`config.mk`:
```
export PLATFORM = sky130hd
export DESIGN_NAME = uart_lsr_irq
export DESIGN_NICKNAME = d
export VERILOG_FILES = /design/src/rtl/uart_lsr_pkg.sv /design/src/rtl/sticky_flag.sv /design/src/rtl/rise_detect.sv /design/src/rtl/status_track.sv /design/src/rtl/enable_reg.sv /design/src/rtl/irq_merge.sv /design/src/rtl/uart_lsr_irq.sv
export SDC_FILE = /design/constraint.sdc
export NUM_CORES = 1
export LEC_CHECK = 0
export BUFFER_PORTS_ARGS = -buffer_cell sky130_fd_sc_hd__buf_2
export CAP_MARGIN = 10
export CORE_UTILIZATION = 41
export CTS_CLUSTER_DIAMETER = 200
export DETAILED_ROUTE_END_ITERATION = 12
export PLACE_DENSITY = 0.82
export SYNTH_ARGS = -nofsm -noshare
export SYNTH_HDL_FRONTEND = slang
export SYNTH_SLANG_ARGS = --single-unit
```
`constraint.sdc`:
```
create_clock -name clk -period 0.8 [get_ports clk]
set_input_delay 0 -clock clk [delete_from_list [all_inputs] [get_ports clk]]
set_output_delay 0 -clock clk [all_outputs]
set_load 0.01 [all_outputs]
```
`src/rtl/uart_lsr_pkg.sv`:
```
package uart_lsr_pkg;
  localparam int REG_W = 8;
  localparam int ERR_W = 3;
  localparam int EN_W  = 7;

  // status bit positions (decoded by host software)
  localparam int ST_RXRDY  = 0;
  localparam int ST_OVR    = 1;
  localparam int ST_PAR    = 2;
  localparam int ST_BRK    = 4;
  localparam int ST_TXFE   = 5;
  localparam int ST_TXIDLE = 6;
  localparam int ST_ANYERR = 7;

  // enable bit positions
  localparam int EN_RXD   = 0;
  localparam int EN_TXR   = 1;
  localparam int EN_LINE  = 2;
  localparam int EN_MDM   = 3;
  localparam int EN_SLEEP = 4;
  localparam int EN_XOFF  = 5;
  localparam int EN_RTS   = 6;
  localparam int EN_BASE_W = 4;

  // sticky event slots
  localparam int SK_OVR  = 0;
  localparam int SK_ERR  = 1;
  localparam int SK_XOFF = 2;
  localparam int SK_RTS  = 3;
  localparam int SK_N    = 4;

  typedef enum logic {SEL_STATUS = 1'b0, SEL_ENABLE = 1'b1} reg_sel_e;
endpackage

```
`src/rtl/sticky_flag.sv`:
```
module sticky_flag (
  input  logic clk,
  input  logic rst_n,
  input  logic set_i,
  input  logic clr_i,
  output logic q_o
);
  always_ff @(posedge clk) begin
    if (!rst_n)     q_o <= 1'b0;
    else if (set_i) q_o <= 1'b1;   // a new event beats the acknowledge
    else if (clr_i) q_o <= 1'b0;
  end
endmodule

```
`src/rtl/rise_detect.sv`:
```
module rise_detect (
  input  logic clk,
  input  logic rst_n,
  input  logic pin_i,
  output logic rise_o
);
  logic prev_q;
  always_ff @(posedge clk) begin
    if (!rst_n) prev_q <= pin_i;   // reset captures the present level
    else        prev_q <= pin_i;
  end
  assign rise_o = pin_i & ~prev_q;
endmodule

```
`src/rtl/status_track.sv`:
```
module status_track
  import uart_lsr_pkg::*;
(
  input  logic             clk,
  input  logic             rst_n,
  input  logic             rx_nonempty,
  input  logic [ERR_W-1:0] head_err,
  input  logic             rx_err_present,
  input  logic             tx_fifo_empty,
  input  logic             tsr_empty,
  input  logic             ovr_evt,
  input  logic             xoff_evt,
  input  logic             rts_pin,
  input  logic             status_rd,
  output logic [REG_W-1:0] status,
  output logic             xoff_pend,
  output logic             rts_pend
);
  logic             rts_rise;
  logic [SK_N-1:0]  sk_set;
  logic [SK_N-1:0]  sk_q;

  rise_detect u_rts_edge (
    .clk(clk), .rst_n(rst_n), .pin_i(rts_pin), .rise_o(rts_rise)
  );

  always_comb begin
    sk_set          = '0;
    sk_set[SK_OVR]  = ovr_evt;
    sk_set[SK_ERR]  = rx_err_present;
    sk_set[SK_XOFF] = xoff_evt;
    sk_set[SK_RTS]  = rts_rise;
  end

  for (genvar g = 0; g < SK_N; g++) begin : g_sticky
    sticky_flag u_flag (
      .clk(clk), .rst_n(rst_n), .set_i(sk_set[g]), .clr_i(status_rd), .q_o(sk_q[g])
    );
  end

  always_comb begin
    status                      = '0;
    status[ST_RXRDY]            = rx_nonempty;
    status[ST_OVR]              = sk_q[SK_OVR];
    status[ST_BRK:ST_PAR]       = rx_nonempty ? head_err : '0;
    status[ST_TXFE]             = tx_fifo_empty;
    status[ST_TXIDLE]           = tx_fifo_empty & tsr_empty;
    status[ST_ANYERR]           = sk_q[SK_ERR];
  end

  assign xoff_pend = sk_q[SK_XOFF];
  assign rts_pend  = sk_q[SK_RTS];
endmodule

```
`src/rtl/enable_reg.sv`:
```
module enable_reg
  import uart_lsr_pkg::*;
(
  input  logic            clk,
  input  logic            rst_n,
  input  logic            wr,
  input  logic            efr_en,
  input  logic [EN_W-1:0] wdata,
  output logic [EN_W-1:0] en
);
  for (genvar b = 0; b < EN_W; b++) begin : g_bit
    logic allow;
    if (b < EN_BASE_W) begin : g_base
      assign allow = wr;
    end else begin : g_ext
      assign allow = wr & efr_en;
    end
    always_ff @(posedge clk) begin
      if (!rst_n)     en[b] <= 1'b0;
      else if (allow) en[b] <= wdata[b];
    end
  end
endmodule

```
`src/rtl/irq_merge.sv`:
```
module irq_merge
  import uart_lsr_pkg::*;
(
  input  logic            [EN_W-1:0] en,
  input  logic                       fifo_en,
  input  logic                       rx_nonempty,
  input  logic                       rx_trig_hit,
  input  logic                       tx_fifo_empty,
  input  logic [ST_BRK:ST_OVR]       line_bits,
  input  logic                       msr_pend,
  input  logic                       xoff_pend,
  input  logic                       rts_pend,
  output logic                       irq
);
  logic rxd_src;
  assign rxd_src = fifo_en ? rx_trig_hit : rx_nonempty;

  assign irq = (en[EN_RXD]  & rxd_src)
             | (en[EN_TXR]  & tx_fifo_empty)
             | (en[EN_LINE] & (|line_bits))
             | (en[EN_MDM]  & msr_pend)
             | (en[EN_XOFF] & xoff_pend)
             | (en[EN_RTS]  & rts_pend);
endmodule

```
`src/rtl/uart_lsr_irq.sv`:
```
module uart_lsr_irq
  import uart_lsr_pkg::*;
(
  input  logic             clk,
  input  logic             rst_n,
  input  logic             reg_sel,
  input  logic             wr_en,
  input  logic             rd_en,
  input  logic [REG_W-1:0] wdata,
  output logic [REG_W-1:0] rdata,
  input  logic             fifo_en,
  input  logic             efr_en,
  input  logic             rx_nonempty,
  input  logic             rx_trig_hit,
  input  logic [ERR_W-1:0] head_err,
  input  logic             rx_err_present,
  input  logic             tx_fifo_empty,
  input  logic             tsr_empty,
  input  logic             ovr_evt,
  input  logic             msr_pend,
  input  logic             xoff_evt,
  input  logic             rts_pin,
  output logic             irq
);
  logic [REG_W-1:0] status_w;
  logic [EN_W-1:0]  en_w;
  logic             xoff_pend, rts_pend;
  logic             status_rd, enable_wr;
  logic             unused_wtop;

  assign status_rd   = rd_en & (reg_sel == SEL_STATUS);
  assign enable_wr   = wr_en & (reg_sel == SEL_ENABLE);
  assign unused_wtop = wdata[REG_W-1];

  status_track u_status (
    .clk(clk), .rst_n(rst_n),
    .rx_nonempty(rx_nonempty), .head_err(head_err), .rx_err_present(rx_err_present),
    .tx_fifo_empty(tx_fifo_empty), .tsr_empty(tsr_empty),
    .ovr_evt(ovr_evt), .xoff_evt(xoff_evt), .rts_pin(rts_pin),
    .status_rd(status_rd), .status(status_w),
    .xoff_pend(xoff_pend), .rts_pend(rts_pend)
  );

  enable_reg u_enable (
    .clk(clk), .rst_n(rst_n), .wr(enable_wr), .efr_en(efr_en),
    .wdata(wdata[EN_W-1:0]), .en(en_w)
  );

  irq_merge u_irq (
    .en(en_w), .fifo_en(fifo_en), .rx_nonempty(rx_nonempty), .rx_trig_hit(rx_trig_hit),
    .tx_fifo_empty(tx_fifo_empty), .line_bits(status_w[ST_BRK:ST_OVR]),
    .msr_pend(msr_pend), .xoff_pend(xoff_pend), .rts_pend(rts_pend), .irq(irq)
  );

  always_ff @(posedge clk) begin
    if (!rst_n)     rdata <= '0;
    else if (rd_en) rdata <= (reg_sel == SEL_ENABLE) ? {{(REG_W-EN_W){1'b0}}, en_w} : status_w;
  end
endmodule

```
**Word level (Yosys, flattened, before mapping)**

Cells that the tools add are included.

- Register bits: 20
- Word-level logic and storage cells: 44
- Output and inout bits: 9

- Multiplexer cells: 8
- Reduce and logical (&&, ||, !) cells: 5
- Bitwise operators: 18

Operator list:

| operator | count |
|---|---|
| $and A1 B1 Y1 | 11 |
| $mux W8 | 1 |
| $reduce_bool A2 Y1 | 4 |
| $mux W1 | 6 |
| $or A1 B1 Y1 | 5 |
| $reduce_or A4 Y1 | 1 |
| $mux W3 | 1 |
| $not A1 Y1 | 2 |

**Depth between registers and ports, before layout**

- Depth in word-level cells: 7
- Mapped depth: 5
- Mapped depth without buffers: 3

**Modules after synthesis**

Synthesis repeated with hierarchy kept, for this count alone.

- Cell total of the unflattened synthesis: 89
- Area, all modules: 943.4 um^2

By module, submodules not included:

| module | instances | cells each | sequential area each (um^2) | area an instance (um^2) |
|---|---|---|---|---|
| uart_lsr_irq | 1 | 36 | 160.2 | 364.1 |
| enable_reg | 1 | 27 | 140.1 | 286.5 |
| sticky_flag | 4 | 3 | 20.0 | 41.3 |
| irq_merge | 1 | 6 | 0.0 | 53.8 |
| status_track | 1 | 6 | 0.0 | 40.0 |
| rise_detect | 1 | 2 | 20.0 | 33.8 |

**Least setup slack after synthesis**

OpenSTA, ideal clock, no wires.

- Kind: register -> register
- Start: register rdata[7] (netlist name)
- End: register rdata[7]
- Stages on the path, launching flop included: 4
- Required time: 0.741 ns
- Buffers on the path: 0
- Setup time: 0.059 ns
- Arrival: 0.637 ns
- Slack: 0.105 ns
- Period minus slack after synthesis: 0.695 ns
- Cell sequence: dfxtp_1 -> inv_1 -> o22ai_1 -> and2_1

RTL lines:

| item | RTL line | RTL |
|---|---|---|
| end signal: assignment | uart_lsr_irq.sv:57 | `else if (rd_en) rdata <= (reg_sel == SEL_ENABLE) ? {{(REG_W-EN_W){1'b0}}, en_w} : status_w;` |
| end: declaration | uart_lsr_irq.sv:10 | `output logic [REG_W-1:0] rdata,` |

**Final worst setup path**

- Start: register u_status.g_sticky[2].u_flag.q_o
- End: output port irq

- Word-level cells in the longest chain between the ends: 3

RTL lines:

| item | RTL line | RTL |
|---|---|---|
| start: declaration | sticky_flag.sv:6 | `output logic q_o` |
| start signal: assignment | sticky_flag.sv:9 | `if (!rst_n) q_o <= 1'b0;` |
| start signal: assignment | sticky_flag.sv:10 | `else if (set_i) q_o <= 1'b1;` |
| start signal: assignment | sticky_flag.sv:11 | `else if (clr_i) q_o <= 1'b0;` |
| $and A1 B1 Y1 | irq_merge.sv:22 | `\| (en[EN_XOFF] & xoff_pend)` |
| $or A1 B1 Y1 | irq_merge.sv:22 |  |
| $or A1 B1 Y1 | irq_merge.sv:23 | `\| (en[EN_RTS] & rts_pend);` |
| end: declaration | uart_lsr_irq.sv:23 | `output logic irq` |

No other way between the ends.

==> results by group <==
Run status
  – Status: finished with violations
  – Failing checks: negative hold slack, negative setup slack

Global routing
  – Number of global-route vias before repair: 751
  – Initial antenna violation count: 0
  – First-pass GRT wire length: approximately 3300 um
  – Largest net degree at the start of global routing: 20
  – GRT overflow: 0
  – Total GRT Usage: 0.2140

STA
  – Period utilisation layout: 1.352
  – Actual slew at the worst max-slew pin: 0.3055 ns
  – Hold WS: -0.01460 ns
  – Hold Vio Cnt, Final: 1
  – RSZ-0062 raised after global routing: yes
  – Final setup margin: -0.2817 ns
  – Number of setup violations in the final report: 3
  – Slew Viols, Final: 0
  – Max Clock Freq: 924.5 MHz
  – Max-slew headroom: 0.7963
  – Min cycle time layout: 1.082 ns
  – Clock skew: 0.01214 ns

Placed design
  – DP HPWL: 1374 um
  – Gpl congestion: 0.7946
  – Count of input and output buffers: 34
  – Cell area after placement: 1044 um^2

Logic synthesis
  – Area contributors post-synth: dfxtp_1 (46%), mux2i_1 (5.8%), nor2b_1 (5.8%)
  – Seq cells post-synth: 20
  – Cells after Synth: 88
  – Cell Area, Synth: ~870 um^2
  – Commonest cells in the synthesized netlist: dfxtp_1 (20), nand2_1 (11), nor2b_1 (8)
  – Yosys top cell by area: dfxtp_1
  – Synth top area share: 0.4624
  – Post-Synth Simple-Gate Area: 0.2081
  – Register area share after synthesis: 0.4624
  – Largest family of logic cells by synthesized area: simple AND/OR/NAND/NOR gates
  – Synth Area in XOR/XNOR: 0
  – Top_reg_cell synth: dfxtp_1
  – Total nets after synthesis: 115
  – Most frequent cell after synthesis: dfxtp_1
  – EDFF count, synth: 0
  – Syn Area/Cell: 9.839 um^2
  – Adder-cell share of the synthesized area: 0
  – Async SR Flop Fraction: 0
  – Yosys warnings: 0
  – Post-synthesis compound-gate area fraction: 0.2066
  – Netlist cell types: 25
  – Post-synthesis mux area share: 0.07081

Setup path
  – Worst Path Required: 0.80 ns
  – Worst setup SP type: flip-flop
  – Crit Path Category: reg -> out
  – Worst-path fanout max: 2
  – Arrival @ worst endpoint: 1.08 ns
  – CP endpoint kind: output pin
  – Reg2Reg Depth: 4

Floorplan
  – Die height: 47.96 um
  – # rows: 16
  – Die area: 2300 um^2
  – Top-level I/O count: 36
  – Core Region: 1982 um^2
  – Chip width: 47.96 um
  – Starting Density: 0.4369

Job
  – Max-Cap Viols: 0

Finish
  – Nets: 168
  – Ratio of cells with drive above 1 in the final layout: 0.4643
  – Area added between synthesis and finish: 52.89%
  – N_diodes: 0
  – Design Area, Final: between 1000 and 1500 um^2
  – Fin util: 0.6679

Drt
  – Via count of the routed design: 856
  – Drc violations: 0
  – WL final: 2288 um
  – Initial DRC count: 27
  – Antenna viol nets, final: 0
  – DR vias/cell: 5.126
  – First-pass DRT Iterations: 4
  – WL/cell: 13.70 um

Pwr
  – Peak supply drop: 1333 uV
  – Sequential Power Share: 0.475
  – Net Sw Power: 527.8 uW
  – Pleak: approximately 0.6 nW
  – Comb power frac: 0.166
  – Internal power: 1.785 mW
  – Power density over the cells: 1747 nW/um^2
  – Clock Power Share: 0.359
  – Sw frac: 0.2282

Clock tree
  – Htree depth: 1
  – Inserted Clock Buffers: 3
  – Later-pin clock latency in the skew report: a little over 0.3 ns
  – Root Buffer Master: clkbuf_4
  – Clock-pin slew on the worst setup and hold paths: roughly 0.12 ns
  – Clock sinks: 20
  – Longest Clk Path Bufs: 2
  – CTS tree: yes

Worst hold path
  – Hold Path Class: in -> reg
  – Worst hold path depth: 3
-- power by group through the flow --
stage	combinational (mW)	sequential, mW	clock, mW
detailed placement	0.287	1.11	0
global placement	0.277	1.10	0
finish	0.383	1.10	0.831
CTS	0.342	1.09	0.837
floorplan	0.158	1.11	0
global route	0.421	1.10	0.879
-- layout by cell type, fill, tap and decap left out --
cell,n
buf_2,28
dfxtp_2,14
dlygate4sd3_1,12
nand2_1,11
nor2b_1,8
buf_6,8
a21oi_1,7
dfxtp_1,6
mux2i_1,5
nand3_1,4
a21boi_1,4
o21ai_0,4
buf_4,4
a22oi_2,3
o211a_1,3
clkbuf_4,3
a22oi_1,2
o31a_1,1
o21ai_1,1
mux2_1,1
nand4_1,1
nand2b_4,1
nand3_2,1
nand3b_1,1
a31oi_1,1
nor2b_4,1
inv_1,1
o22ai_1,1
and2_1,1
nand3b_2,1
bufinv_16,1
-- worst max-delay path, stage by stage, from the launching register on --
cell     delay (ns)
dfxtp_2        0.35
a22oi_2        0.17
nand4_1        0.11
buf_2          0.15
-- final cells by class --
class | instances | area, um^2
inverter | 1 | 3.754
tap | 27 | 33.78
sequential | 20 | 417.9
clock buffer | 3 | 22.52
fill | 154 | 658.1
clock inverter | 1 | 30.03
multi-input combinational | 63 | 435.4
timing repair buffer | 52 | 380.4
-- routing by layer --
| metal | routed length [um] | track usage |
|---|---|---|
| met4 | 38 | 0.08333 |
| met1 | 962 | 0.2713 |
| met5 | 0 | 0 |
| met3 | 123 | 0.02264 |
| met2 | 1164 | 0.3703 |
-- metrics by stage --
stage | setup TNS (ns) | power, mW | instances | hold WS, ns | worst slack [ns]
detailed placement | -0.02199 | 1.393 | 147 | 0.1192 | -0.01106
finish | -0.3269 | 2.313 | 167 | -0.01460 | -0.2817
floorplan | 0 | 1.267 | 88 | 0.02772 | 0.1046
global placement | 0 | 1.381 | 147 | 0.1137 | 0.01281
CTS | -0.3257 | 2.265 | 165 | 0.0003381 | -0.2791
global route | -0.4778 | 2.405 | 167 | 0.01468 | -0.3241
-- final timing paths --
check	start	end	slack [ns]
max	u_status.g_sticky[2].u_flag.q_o	irq	-0.28
min reg2reg	u_enable.en[0]	u_enable.en[0]	0.50
max reg2reg	u_enable.en[5]	rdata[5]	-0.04
min	head_err[1]	rdata[3]	-0.01
-- logic make-up (layout without fill, tap and decap cells) --
kind of cell / after synthesis / after routing
mux: 6 / 6
simple gates: 30 / 30
flops: 20 / 20
compound gates: 27 / 27
buf+inv: 5 / 57
-- registers in the layout, summed over array words and instances, names as in the netlist --
name / cells
u_status.g_sticky.u_flag.q_o: 4
rdata: 8
u_enable.en: 7
u_status.u_rts_edge.prev_q: 1
-- timing repair --
| action | CTS | global route |
|---|---|---|
| pin swaps | 1 | 1 |
| hold endpoints to repair | 12 | 0 |
| gates resized for setup | 8 | 17 |
| hold buffers | 12 | 0 |
| setup buffers | 2 | 2 |
| endpoints found under the setup margin | 4 | 11 |
Note: power is estimated with default switching activity, not from simulation.
